<file path="src/rtl/rsa_pkg.sv">
`timescale 1ns/1ps
package rsa_pkg;
    typedef enum logic {
        ENT_FREE = 1'b0,
        ENT_BUSY = 1'b1
    } ent_state_e;
endpackage

</file>
<file path="src/rtl/rsa_entry.sv">
`timescale 1ns/1ps
// One station entry: ENT_FREE <-> ENT_BUSY (ALLOC, RELEASE, HOLD).
module rsa_entry
    import rsa_pkg::*;
(
    input  logic clk,
    input  logic rst_n,
    input  logic alloc_i,
    input  logic release_i,
    output logic free_o
);
    ent_state_e state_q, state_d;

    always_ff @(posedge clk) begin
        if (!rst_n) state_q <= ENT_FREE;
        else        state_q <= state_d;
    end

    always_comb begin
        state_d = state_q;
        unique case (state_q)
            ENT_FREE: if (alloc_i)   state_d = ENT_BUSY;  // ALLOC beats a stray release
            ENT_BUSY: if (release_i) state_d = ENT_FREE;  // RELEASE
            default:                 state_d = ENT_FREE;
        endcase
    end

    always_comb begin
        free_o = (state_q == ENT_FREE);
    end
endmodule

</file>
<file path="src/rtl/rsa_seg_pick.sv">
`timescale 1ns/1ps
// 1-of-K finder: lowest-numbered free entry inside one segment.
module rsa_seg_pick #(
    parameter int K  = 4,
    parameter int LW = $clog2(K)
) (
    input  logic [K-1:0]  free_i,
    output logic          found_o,
    output logic [LW-1:0] loc_o
);
    always_comb begin
        found_o = |free_i;
        loc_o   = '0;
        for (int i = K - 1; i >= 0; i--) begin
            if (free_i[i]) loc_o = LW'(i);
        end
    end
endmodule

</file>
<file path="src/rtl/rsa_order_gate.sv">
`timescale 1ns/1ps
// In-order gate: a refused requesting slot blocks all higher slots.
module rsa_order_gate #(
    parameter int S = 4
) (
    input  logic [S-1:0] req_i,
    input  logic [S-1:0] found_i,
    output logic [S-1:0] gnt_o
);
    logic blocked;
    always_comb begin
        blocked = 1'b0;
        for (int k = 0; k < S; k++) begin
            gnt_o[k] = req_i[k] & found_i[k] & ~blocked;
            blocked  = blocked | (req_i[k] & ~found_i[k]);
        end
    end
endmodule

</file>
<file path="src/rtl/rsa_seg_alloc.sv">
`timescale 1ns/1ps
module rsa_seg_alloc #(
    parameter int NUM_SEG  = 4,
    parameter int SEG_SIZE = 4,
    localparam int N_ENT   = NUM_SEG * SEG_SIZE,
    localparam int IDX_W   = $clog2(N_ENT),
    localparam int LOC_W   = $clog2(SEG_SIZE),
    localparam int SEG_W   = IDX_W - LOC_W
) (
    input  logic                     clk,
    input  logic                     rst_n,
    input  logic [NUM_SEG-1:0]       req_i,
    input  logic [N_ENT-1:0]         rel_mask_i,
    output logic [NUM_SEG-1:0]       gnt_o,
    output logic [NUM_SEG*IDX_W-1:0] idx_o
);
    logic [N_ENT-1:0]   avail;
    logic [N_ENT-1:0]   alloc_vec;
    logic [NUM_SEG-1:0] found;
    logic [LOC_W-1:0]   loc [NUM_SEG];

    for (genvar e = 0; e < N_ENT; e++) begin : g_ent
        rsa_entry u_ent (
            .clk       (clk),
            .rst_n     (rst_n),
            .alloc_i   (alloc_vec[e]),
            .release_i (rel_mask_i[e]),
            .free_o    (avail[e])
        );
    end

    for (genvar s = 0; s < NUM_SEG; s++) begin : g_seg
        rsa_seg_pick #(.K(SEG_SIZE), .LW(LOC_W)) u_pick (
            .free_i  (avail[s*SEG_SIZE +: SEG_SIZE]),
            .found_o (found[s]),
            .loc_o   (loc[s])
        );

        always_comb begin
            idx_o[s*IDX_W +: IDX_W] = gnt_o[s] ? {SEG_W'(s), loc[s]} : '0;
            for (int j = 0; j < SEG_SIZE; j++) begin
                alloc_vec[s*SEG_SIZE + j] = gnt_o[s] && (loc[s] == LOC_W'(j));
            end
        end
    end

    rsa_order_gate #(.S(NUM_SEG)) u_order (
        .req_i   (req_i),
        .found_i (found),
        .gnt_o   (gnt_o)
    );
endmodule

</file>
<file path="config.mk">
export PLATFORM = sky130hd
export DESIGN_NAME = rsa_seg_alloc
export DESIGN_NICKNAME = d
export VERILOG_FILES = /design/src/rtl/rsa_pkg.sv /design/src/rtl/rsa_entry.sv /design/src/rtl/rsa_seg_pick.sv /design/src/rtl/rsa_order_gate.sv /design/src/rtl/rsa_seg_alloc.sv
export SDC_FILE = /design/constraint.sdc
export NUM_CORES = 1
export LEC_CHECK = 0
export BUFFER_PORTS_ARGS = -buffer_cell sky130_fd_sc_hd__buf_2
export CAP_MARGIN = 20
export CORE_MARGIN = 2
export CORE_UTILIZATION = 40
export CTS_CLUSTER_SIZE = 28
export DETAILED_ROUTE_END_ITERATION = 16
export HOLD_SLACK_MARGIN = 0.1
export PLACE_DENSITY_LB_ADDON = 0.2
export SETUP_SLACK_MARGIN = 0.3
export SYNTH_ARGS = -nofsm -noshare
export SYNTH_HDL_FRONTEND = slang
export SYNTH_SLANG_ARGS = --single-unit
</file>
<file path="constraint.sdc">
create_clock -name clk -period 3.74 [get_ports clk]
set_input_delay 0.748 -clock clk [delete_from_list [all_inputs] [get_ports clk]]
set_output_delay 0.748 -clock clk [all_outputs]
set_load 0.02 [all_outputs]
</file>
Yosys cells after proc, flatten, opt, wreduce, memory -nomap -nowiden
Cells that the tools add are included.
Storage, ports and cells
  bits in latches: 0
  memories kept: 0
  RAM bits: 0
  logic and storage cells: 154
  input port bits: 22
  bits in read-only memories: 0
  flip-flop bits (word level): 16
Operators by class
  equality and inequality tests: 12
  $lt $le $gt $ge: 0
  multipliers: 0
  shift operators: 0
  add/subtract/negate cells: 0
  reduce and logical (&&, ||, !) cells: 24
  bitwise gates (word level): 34
  multiplexer cells: 68
  divide/modulo/power cells: 0
Operators by type and width (number)
  2-to-1 mux 2 bit: 17
  2-to-1 mux 1 bit: 32
  case mux 1 bit (2 select lines): 16
  inverter 1 bit: 22
  == test 2 bit, second input constant: 8
  logical AND 1 bit: 16
  OR reduction 4 bit: 4
  bitwise AND 1 bit: 10
  == test 2 x 1 -> 1 bit, second input constant: 4
  logical NOT 2 bit: 4
  2-to-1 mux 4 bit: 2
  2-to-1 mux 3 bit: 1
  OR 1 bit: 2

Logic depth before layout (Yosys ltp)
  depth in word-level cells: 11
  depth in mapped cells: 5
  mapped depth without buffers: 4

Modules after synthesis
From an unflattened synthesis, not the netlist that was laid out.
Unflattened totals
  cells, all modules: 151
  area total of the unflattened synthesis: 1368.8 um^2
Modules (own cells, without submodules)
  rsa_entry: sequential area each 20.0 um^2, area each 55.1 um^2, cells each 5, times used 16
  rsa_seg_alloc: sequential area each 0.0 um^2, area each 269.0 um^2, cells each 33, times used 1
  rsa_seg_pick: sequential area each 0.0 um^2, area each 35.0 um^2, cells each 7, times used 4
  rsa_order_gate: sequential area each 0.0 um^2, area each 78.8 um^2, cells each 10, times used 1

Least setup slack after synthesis
No wires, ideal clock.
  path kind: input port to output port
  start: in req_i[0]
  end: out idx_o[14]
  arrival time: 1.950 ns
  data required time: 2.992 ns
  path slack: 1.042 ns
  cell stages on the path: 5
  cells stage by stage: nand3_2 > a2bb2oi_4 > nand3_1 > a41oi_1 > buf_4
On the way
  cells in the longest elaborated chain, start to end: 6
Ends and longest elaborated chain
  from (decl): line rsa_seg_alloc.sv:12  | input logic [NUM_SEG-1:0] req_i,
  bitwise AND 1 bit: line rsa_order_gate.sv:15  | blocked = blocked | (req_i[k] & ~found_i[k]);
  OR 1 bit (2 in series): line rsa_order_gate.sv:15
  inverter 1 bit: line rsa_order_gate.sv:14  | gnt_o[k] = req_i[k] & found_i[k] & ~blocked;
  bitwise AND 1 bit: line rsa_order_gate.sv:14
  named net gnt_o[3]: line rsa_seg_alloc.sv:14  | output logic [NUM_SEG-1:0] gnt_o,
  2-to-1 mux 4 bit: line rsa_seg_alloc.sv:40  | idx_o[s*IDX_W +: IDX_W] = gnt_o[s] ? {SEG_W'(s), loc[s]} : '0;
  to (decl): line rsa_seg_alloc.sv:15  | output logic [NUM_SEG*IDX_W-1:0] idx_o
The timed path passes the listed nets, and every way through them passes these cells.

Worst setup path after layout
  start: in req_i[0]
  end: out idx_o[14]
On the way
  cells in the longest elaborated chain, start to end: 6
Ends and longest elaborated chain (line)
  bitwise AND 1 bit: rsa_order_gate.sv:15
  OR 1 bit (2 in series): rsa_order_gate.sv:15
  inverter 1 bit: rsa_order_gate.sv:14
  bitwise AND 1 bit: rsa_order_gate.sv:14
  2-to-1 mux 4 bit: rsa_seg_alloc.sv:40
No other way between the ends.

==> flow_summary.ini <==
[outcome]
status = finished, final reports clean

[die]
core_um2 = 2190
start_util_pct = 41.7
die_w_um = 51.8
die_h_um = 51.8
dieArea_um2 = 2690
io_pins = 42
num_rows = 17

[clocking]
clkLatencyLatePin_ps = 270
postCtsHoldBufs = 0
clockRootBuffer = clkbuf_4
clk_pin_slew_ps = 80
clock-sinks = 16
cts_buffers = 3
h-tree-depth = 1
cts_tree = yes
clock_path_buffers = 2
ctsResizeCount = 0
post-cts-setup-buffer-count = 0

[placement]
dpl_cell_area_um2 = 1080
port_buffers = 37
post-dp-hpwl_um = 1490
place_congestion = 0.792

[finish]
fin_area_um2 = 1100
drive_gt1_share_pct = 39.8
post-route-util_pct = 50.2
reg_top3 = g_ent.u_ent.state_q: 16 flops
top_register = g_ent.u_ent.state_q
area_growth_pct = 20.2
antenna_cells = 0
nets = 157
largest_register_ffs = 16

[critical_path]
crit_chain = buf_2 > nand3_2 > a2bb2oi_4 > nand3_1 > a41oi_1 > buf_2
crit_top_cell = buf_2
required_ps = 2990
cp_slowest_cell = a2bb2oi_4
crit_type = primary input to output port
crit_path_end_kind = output port
arrival_ps = 1870
cp-start-kind = primary input
critPathMaxFanout = 7
max_stage_delay_ps = 260
reg2regPathDepth = 4

[routing]
first_pass_iters = 4
vias = 828
vias_per_cell = 5.14
drt-wirelength-per-cell_um = 12.0
drc = 0
routed_wl_um = 1940
drt_iter0_markers = 7
ant_nets = 0

[timing]
fmax_mhz = 382
finalSetupTns_ps = 0
skew_ps = 1.16
hold_violations = 0
fin_crit_sh_pct = 70.0
fin_crit_ps = 2620
report.final.slew_viol_count = 0
rsz0062_at_grt = no
setup_viol = 0

[synth]
synth_mux_area_share_pct = 7.25
ys_seq_area_share_pct = 35.0
synth_area_leaders = dfxtp_1 (35%), buf_4 (6.6%), mux2_2 (6.2%), o41ai_2 (5.3%), nand3b_1 (4.9%)
synth_cells = 100
ys_ff_latch = 16
yosys.area.top_type = dfxtp_1
yosysMostFrequentCell = dfxtp_1
synth_cell_types = 32
synthArstFlopShare_pct = 0
ys.flop_type = dfxtp_1
yosysTopAreaCellShare_pct = 35.0
synth-xor-area-share_pct = 0
synth_edf_count = 0
netlist_area_um2 = 915
yosys.area_share.simple_pct = 25.9
synth_top_family_by_area = simple AND/OR/NAND/NOR gates
avgSynthCellArea_um2 = 9.15
ys_top_cells_by_count = dfxtp_1 (16), buf_4 (8), a21oi_1 (7), nor2_1 (7)
synth-adder-area-share_pct = 0
synth_compound_area_share_pct = 21.5
yosys_warnings = 0

[power]
comb_power_share_pct = 17.1
pwr-share-clk_pct = 26.5
p_leak_nw = 0.478
p_sw_w = 0.0000863
powerDensity_nw_per_um2 = 294
power_frac_seq_pct = 56.4
sw_frac_of_total_pct = 26.7
peakVddDrop_mv = 0.182
p_int_w = 0.000237

[grt]
grt_max_degree = 16
first_global_vias = 743
grt_pass1_wl_um = 3060
grt_remaining_overflow = 0
track_usage_pct = 15.2
antenna_found_initial = 0

[flow_run]
cap_viol_max_count = 0

[hold_path]
hold_class = flop to flop
hold_depth = 1
[kinds of logic (layout without fill, tap and decap cells)]
| kind of cell | count (synthesis) | in the layout |
|---|---|---|
| multiplexers | 6 | 6 |
| flip-flops | 16 | 16 |
| other | 1 | 4 |
| AO/OA/AOI/OAI | 23 | 23 |
| buffers and inverters | 16 | 46 |
| AND/OR/NAND/NOR | 38 | 38 |
[layer usage]
| metal | GRT usage, % | vias to the layer above | wire length (µm) | share of wire [%] |
|---|---|---|---|---|
| met2 | 26.6 | 29 | 937 | 48 |
| met4 | 7.89 | 0 | 14 | 0.72 |
| li1 | - | 420 | - | - |
| met5 | 0 | - | 0 | 0 |
| met1 | 17.6 | 377 | 864 | 45 |
| met3 | 2.59 | 2 | 120 | 6.2 |
[final timing paths]
kind,startpoint,endpoint,slack (ps)
setup / recovery,req_i[0],idx_o[14],1120
hold / removal,g_ent[12].u_ent.state_q,g_ent[12].u_ent.state_q,500
setup reg to reg,g_ent[0].u_ent.state_q,g_ent[6].u_ent.state_q,2450
hold reg to reg,g_ent[12].u_ent.state_q,g_ent[12].u_ent.state_q,500
[power by group through the flow]
stage	Combinational, W	Clock (W)	Sequential (W)
detailed placement	0.0000553	0	0.000186
finish	0.0000551	0.0000855	0.000182
global route	0.0000603	0.0000999	0.000183
CTS	0.0000555	0.0000905	0.000182
floorplan	0.0000406	0	0.000185
global placement	0.0000547	0	0.000186
[final cells by class]
class                           count  area (µm²)
Sequential cell                    16         320
Fill cell                         237        1090
Tap cell                           28        35.0
Multi-Input combinational cell     71         514
Inverter                            6        22.5
Clock buffer                        3        22.5
Timing Repair Buffer               37         185
[critical path, delay by kind of cell]
family	cells	cell delay, ps
compound gates	2	510
buf+inv	2	330
simple gates	2	280
[per-stage QoR]
stage                     total power, W  hold WS, ps  std cells  worst slack [ps]
after floorplan                 0.000225          462        103              1040
after global placement          0.000240          483        158              1160
after detailed placement        0.000241          488        158              1100
after CTS                       0.000328          504        161              1100
after global routing            0.000343          542        161              1020
final                           0.000323          502        161              1120
[placed cells by master, fill, tap and decap left out, types with 2 or more instances in the layout]
cell type	count
nand3b_1	6
o21ai_0	2
and3_1	2
clkbuf_4	3
and2_1	2
conb_1	4
nand4_1	2
nand2b_1	4
inv_1	6
nand2_1	6
o41ai_2	3
nor2_1	7
mux2_2	5
a41oi_1	2
o31ai_1	4
a21oi_1	7
nand3_1	3
dfxtp_1	16
buf_2	37
No activity file was read; power rests on OpenSTA's default activity.
